--- config.mk ---
export PLATFORM = sky130hd
export DESIGN_NAME = dco_divk
export DESIGN_NICKNAME = d
export VERILOG_FILES = /design/src/rtl/dco_pkg.sv /design/src/rtl/dco_reload_calc.sv /design/src/rtl/dco_down_counter.sv /design/src/rtl/dco_ctrl_fsm.sv /design/src/rtl/dco_square_div.sv /design/src/rtl/dco_divk.sv
export SDC_FILE = /design/constraint.sdc
export NUM_CORES = 1
export LEC_CHECK = 0
export BUFFER_PORTS_ARGS = -buffer_cell sky130_fd_sc_hd__buf_2
export CAP_MARGIN = 15
export CORE_AREA = 5 5 42 44
export CTS_CLUSTER_SIZE = 28
export DETAILED_ROUTE_END_ITERATION = 6
export DIE_AREA = 0 0 47 49
export GPL_TIMING_DRIVEN = 0
export PLACE_DENSITY = 0.77
export SYNTH_ARGS = -nofsm -noshare
export SYNTH_HDL_FRONTEND = slang
export SYNTH_SLANG_ARGS = --single-unit
--- constraint.sdc ---
create_clock -name clk -period 4.13 [get_ports clk]
set_input_delay 0.826 -clock clk [delete_from_list [all_inputs] [get_ports clk]]
set_output_delay 0.826 -clock clk [all_outputs]
set_load 0.03 [all_outputs]
--- src/rtl/dco_pkg.sv ---
package dco_pkg;

    typedef enum logic [0:0] {
        ST_COUNT = 1'b0,
        ST_FIRE  = 1'b1
    } dco_state_e;

    function automatic int dco_max_period(input int cnt_w);
        return (1 << cnt_w) - 1;
    endfunction

endpackage

--- src/rtl/dco_reload_calc.sv ---
module dco_reload_calc #(
    parameter int M        = 100,
    parameter int CNT_W    = 8,
    parameter int K_W      = 8,
    parameter bit K_SIGNED = 1'b1
) (
    input  logic [K_W-1:0]   k_i,
    output logic [CNT_W-1:0] reload_o
);
    localparam int CALC_W = ((CNT_W > K_W) ? CNT_W : K_W) + 2;
    localparam int RMAX   = dco_pkg::dco_max_period(CNT_W);
    localparam logic signed [CALC_W-1:0] M_EXT   = CALC_W'(M);
    localparam logic signed [CALC_W-1:0] LIM_LO  = CALC_W'(1);
    localparam logic signed [CALC_W-1:0] LIM_HI  = CALC_W'(RMAX);

    logic signed [CALC_W-1:0] k_ext;
    logic signed [CALC_W-1:0] diff;

    generate
        if (K_SIGNED) begin : g_signed_k
            assign k_ext = {{(CALC_W-K_W){k_i[K_W-1]}}, k_i};
        end else begin : g_unsigned_k
            assign k_ext = {{(CALC_W-K_W){1'b0}}, k_i};
        end
    endgenerate

    assign diff = M_EXT - k_ext;

    always_comb begin
        if (diff < LIM_LO) begin
            reload_o = CNT_W'(1);
        end else if (diff > LIM_HI) begin
            reload_o = CNT_W'(RMAX);
        end else begin
            reload_o = diff[CNT_W-1:0];
        end
    end

    // the reload value always lies in 1 .. 2^CNT_W-1
    always_comb begin
        p_reload_range_r7: assert (reload_o != '0);
    end

endmodule

--- src/rtl/dco_down_counter.sv ---
module dco_down_counter #(
    parameter int M     = 100,
    parameter int CNT_W = 8
) (
    input  logic             clk,
    input  logic             rst_n,
    input  logic             load_i,
    input  logic [CNT_W-1:0] reload_i,
    output logic [CNT_W-1:0] cnt_o,
    output logic             term_o
);
    localparam logic [CNT_W-1:0] M_INIT = CNT_W'(M);
    localparam logic [CNT_W-1:0] ONE    = CNT_W'(1);

    logic [CNT_W-1:0] cnt_q;

    always_ff @(posedge clk or negedge rst_n) begin
        if (!rst_n) begin
            cnt_q <= M_INIT;
        end else if (load_i) begin
            cnt_q <= reload_i;
        end else begin
            cnt_q <= cnt_q - ONE;
        end
    end

    // the next decrement would reach zero
    assign term_o = (cnt_q == ONE);
    assign cnt_o  = cnt_q;

    // first cycle out of reset starts from M
    p_reset_load_r1: assert property (@(posedge clk) disable iff (!rst_n)
        $rose(rst_n) |-> cnt_q == M_INIT);

    // a reload takes the value offered on that edge
    p_reload_taken_r3: assert property (@(posedge clk) disable iff (!rst_n)
        load_i |=> cnt_q == $past(reload_i));

    // otherwise the count steps down by one
    p_count_down_r3: assert property (@(posedge clk) disable iff (!rst_n)
        !load_i |=> cnt_q == $past(cnt_q) - ONE);

    // the count never sits at zero
    p_never_zero_r6: assert property (@(posedge clk) disable iff (!rst_n)
        cnt_q != '0);

endmodule

--- src/rtl/dco_ctrl_fsm.sv ---
module dco_ctrl_fsm (
    input  logic clk,
    input  logic rst_n,
    input  logic term_i,
    output logic load_o,
    output logic pulse_o
);
    import dco_pkg::*;

    dco_state_e state_q;
    dco_state_e state_d;

    always_comb begin
        state_d = state_q;
        unique case (state_q)
            ST_COUNT: if (term_i) state_d = ST_FIRE;   // COUNT_TO_FIRE
            ST_FIRE:  if (term_i) state_d = ST_FIRE;   // FIRE_TO_FIRE
                      else        state_d = ST_COUNT;  // FIRE_TO_COUNT
            default:  state_d = ST_COUNT;
        endcase
    end

    always_ff @(posedge clk or negedge rst_n) begin
        if (!rst_n) begin
            state_q <= ST_COUNT;
        end else begin
            state_q <= state_d;
        end
    end

    always_comb begin
        load_o  = term_i;
        pulse_o = (state_q == ST_FIRE);
    end

    // a terminal count is always followed by the pulse cycle
    p_term_fires_r3: assert property (@(posedge clk) disable iff (!rst_n)
        term_i |=> pulse_o);

endmodule

--- src/rtl/dco_square_div.sv ---
module dco_square_div (
    input  logic clk,
    input  logic rst_n,
    input  logic fire_i,
    output logic sq_o
);
    logic sq_q;

    always_ff @(posedge clk or negedge rst_n) begin
        if (!rst_n) begin
            sq_q <= 1'b0;
        end else if (fire_i) begin
            sq_q <= ~sq_q;
        end
    end

    assign sq_o = sq_q;

endmodule

--- src/rtl/dco_divk.sv ---
module dco_divk #(
    parameter int M        = 100,
    parameter int CNT_W    = 8,
    parameter int K_W      = 8,
    parameter bit K_SIGNED = 1'b1
) (
    input  logic           clk,
    input  logic           rst_n,
    input  logic [K_W-1:0] k_i,
    output logic           pulse_o,
    output logic           square_o
);
    logic [CNT_W-1:0] reload_w;
    logic [CNT_W-1:0] cnt_w;
    logic             term_w;
    logic             load_w;

    dco_reload_calc #(
        .M        (M),
        .CNT_W    (CNT_W),
        .K_W      (K_W),
        .K_SIGNED (K_SIGNED)
    ) u_calc (
        .k_i      (k_i),
        .reload_o (reload_w)
    );

    dco_down_counter #(
        .M     (M),
        .CNT_W (CNT_W)
    ) u_cnt (
        .clk      (clk),
        .rst_n    (rst_n),
        .load_i   (load_w),
        .reload_i (reload_w),
        .cnt_o    (cnt_w),
        .term_o   (term_w)
    );

    dco_ctrl_fsm u_fsm (
        .clk     (clk),
        .rst_n   (rst_n),
        .term_i  (term_w),
        .load_o  (load_w),
        .pulse_o (pulse_o)
    );

    dco_square_div u_sq (
        .clk    (clk),
        .rst_n  (rst_n),
        .fire_i (load_w),
        .sq_o   (square_o)
    );

    // with a loaded count above 1 the pulse lasts one cycle
    p_single_pulse_r2: assert property (@(posedge clk) disable iff (!rst_n)
        (pulse_o && cnt_w != CNT_W'(1)) |=> !pulse_o);

    // the square wave changes exactly when a pulse is raised
    p_sq_toggle_r8: assert property (@(posedge clk) disable iff (!rst_n)
        load_w |=> square_o != $past(square_o));

    p_sq_hold_r8: assert property (@(posedge clk) disable iff (!rst_n)
        !load_w |=> $stable(square_o));

endmodule

==> metrics.yaml <==
min_path:
  hold_class: "in -> async"
setup_path:
  critPathArrivalTime_ns: 2.17
  critPathLaunch: "k_i[0]"
  reg2reg_depth: 4
  start_kind: "input pin"
  reg2reg_from: "u_cnt.cnt_o[4]$_DFF_PN0_"
  path_max_fanout: 5
  critPathKind: "in -> reg"
  r2r_setup_slack_ns: 2.43
  r2r-end: "u_cnt.cnt_o[7]$_DFF_PN0_"
  end_kind: "register"
  crit_end: "u_cnt.cnt_o[0]$_DFF_PN0_"
  cp_data_required_time_ns: 4.28
clocking:
  h-tree-depth: 1
  cts_setup_buffers: 0
  path_clk_slew_ns: 0.06
  root_buffer: "clkbuf_4"
  numCtsBuffers: 3
  clock_path_buffers: 2
  clk_latency_ns: 0.26
  cts_tree: "done"
  post_cts_resized: 0
  hold_buffers: 0
  cts_num_sinks: 10
synthesis:
  synthFlopType: "dfrtp_1"
  synth_warnings: 0
  synth_top_area_frac: 0.2443
  synth_common_cells: "7 x dfrtp_1, 6 x inv_1, 6 x nor2_1"
  synthArstFlopShare: 1.000
  synth.avg_cell_area_um2: 9.688
  synth_edf_count: 0
  syn-num-nets: 87
  syn_inst: 74
  yosys_register_bits: 10
  synth_area_leaders: "dfrtp_1 24%, dfstp_2 11%, ha_1 5.2%"
  yosysTopAreaCell: "dfrtp_1"
  yosys.cell_types.count: 36
  synth.most_common_cell: "dfrtp_1"
  synth_area_um2: 716.9
  yosysSeqAreaShare: 0.3543
sta:
  final_hold_viol_count: 0
  post-route-period-util: 0.4898
  fin_tns_setup_ns: 0
  maxSlewHeadroom: 0.6631
  worst_pin_slew_ns: 0.5009
  rsz0062_at_grt: "no"
  fmax_mhz: 494.3
  period_needed_ns: 2.023
  finClkSkew_ns: 0.004638
  slew_viol_final: 0
  setup_viol: 0
place:
  gp_congestion: 0.7826
  placed_area_um2: 792.0
  io_buffers: 11
  dpl.hpwl_um: 1110
die:
  start_util: 0.5116
  die_area_mm2: 0.002303
  die_y_um: 49
  die_x_um: 47
  pin_count: 12
  core_area_mm2: 0.001401
  rows: 14
pwr:
  irDropWorstVdd_v: 0.0001466
  swShare: 0.2157
  seq_power_share: 0.479
  p_comb_frac: 0.109
  p_int_uw: 160.6
  switchingPower_uw: 44.16
  power_per_cell_area_mw_per_mm2: 247.2
  leakage_nw: 0.3352
  power_frac_clock: 0.412
grt:
  antenna_found_initial: 0
  grt_pass1_wl_um: 2401
  grt_max_degree: 11
  track_usage: 0.1420
  overflow: 0
  grt_pass1_vias: 585
finish:
  seqCellArea_um2: 254.0
  design_area_um2: 828.3
  area_growth_pct: 15.53
  fill_cells: 128
  drive_above_1_share: 0.3034
  multi_input_area_um2: 429.2
  antenna_cells: 0
  fin_nets: 103
detailed_routing:
  routed_wl_um: 1321
  drtPass1Iterations: 4
  viasPerCell: 5.495
  drtAntennaViolNets: 0
  vias: 577
  drc_errors: 0
  post_drt_wl_per_cell_um: 12.58
  drt_iter0_drc: 14
outcome:
  run_status: "complete, no violations"
flow_run:
  maxCapViolCount: 0
-- area by class of cell --
class	count	share of cell area
multi-input cells	57	0.5181
flip-flops and latches	10	0.3066
repair buffers	11	0.06647
clock buffers	4	0.04381
inverters	6	0.02719
well taps	16	0.02417
plain buffers	1	0.01360
-- worst min path at each step --
stage	startpoint	to	slack [ns]
6_report	rst_n	u_cnt.cnt_o[3]$_DFF_PN0_	0.41
3_3_place_gp	u_sq.sq_o$_DFFE_PN0P_	u_sq.sq_o$_DFFE_PN0P_	0.49
3_5_place_dp	u_sq.sq_o$_DFFE_PN0P_	u_sq.sq_o$_DFFE_PN0P_	0.49
4_1_cts	rst_n	u_cnt.cnt_o[3]$_DFF_PN0_	0.41
2_1_floorplan	rst_n	u_cnt.cnt_o[0]$_DFF_PN0_	0.53
5_1_grt	rst_n	u_fsm.pulse_o$_DFF_PN0_	0.41
-- layer usage --
metal	share of wire	vias up	global-route usage
met2	0.48	16	0.1991
met3	0.039	2	0.02214
li1	-	301	-
met5	0	-	0
met4	0.0061	0	0.06912
met1	0.47	258	0.2064
-- placed cells by master (no fill, tap or decap), types with 2 or more instances in the layout --
cell,synthesis,final
nor2b_1,3,3
dfrtp_1,7,7
xor2_1,4,4
dfstp_2,3,3
o31ai_1,2,2
xnor2_1,4,4
ha_1,3,3
nor2_1,6,6
nand2_1,5,5
o21ai_0,3,3
clkbuf_4,0,3
inv_1,6,6
o22ai_1,3,3
o21ai_1,2,2
buf_2,0,11
-- power groups by stage --
stage	sequential [mW]	combinational (mW)	clock [mW]
floorplan	0.0998	0.0114	0
global placement	0.0998	0.0219	0
detailed placement	0.0998	0.0223	0
CTS	0.0981	0.0225	0.0856
global route	0.0980	0.0258	0.0923
finish	0.0981	0.0222	0.0844
-- cells by family after synthesis --
group	synth area share
AND/OR/NAND/NOR	0.2077
AO/OA/AOI/OAI	0.2182
buffers and inverters	0.04712
XOR/XNOR	0.1204
adder cells (fa/ha/maj)	0.05236
flip-flops	0.3543
-- metrics by stage --
step	hold WS (ns)	utilization	worst slack [ns]	std cells	power [mW]
2_1_floorplan	0.5304	-	2.151	74	0.1113
3_3_place_gp	0.4901	0.5652	1.895	101	0.1217
3_5_place_dp	0.4898	0.5652	1.792	101	0.1221
4_1_cts	0.4090	0.5911	2.069	105	0.2062
5_1_grt	0.4138	0.5911	1.956	105	0.2161
6_report	0.4053	0.5911	2.107	105	0.2048
-- critical path, stage by stage --
cell and delay, ns:
buf_2 0.11, inv_1 0.07, ha_1 0.20, o21ai_0 0.10
a21boi_0 0.44, o21ai_0 0.22, o22a_1 0.21
-- state kept, by name (all words and copies together), names as in the netlist --
name	count
u_cnt.cnt_o	8
u_fsm.pulse_o	1
u_sq.sq_o	1
No activity file was read; power rests on OpenSTA's default activity.
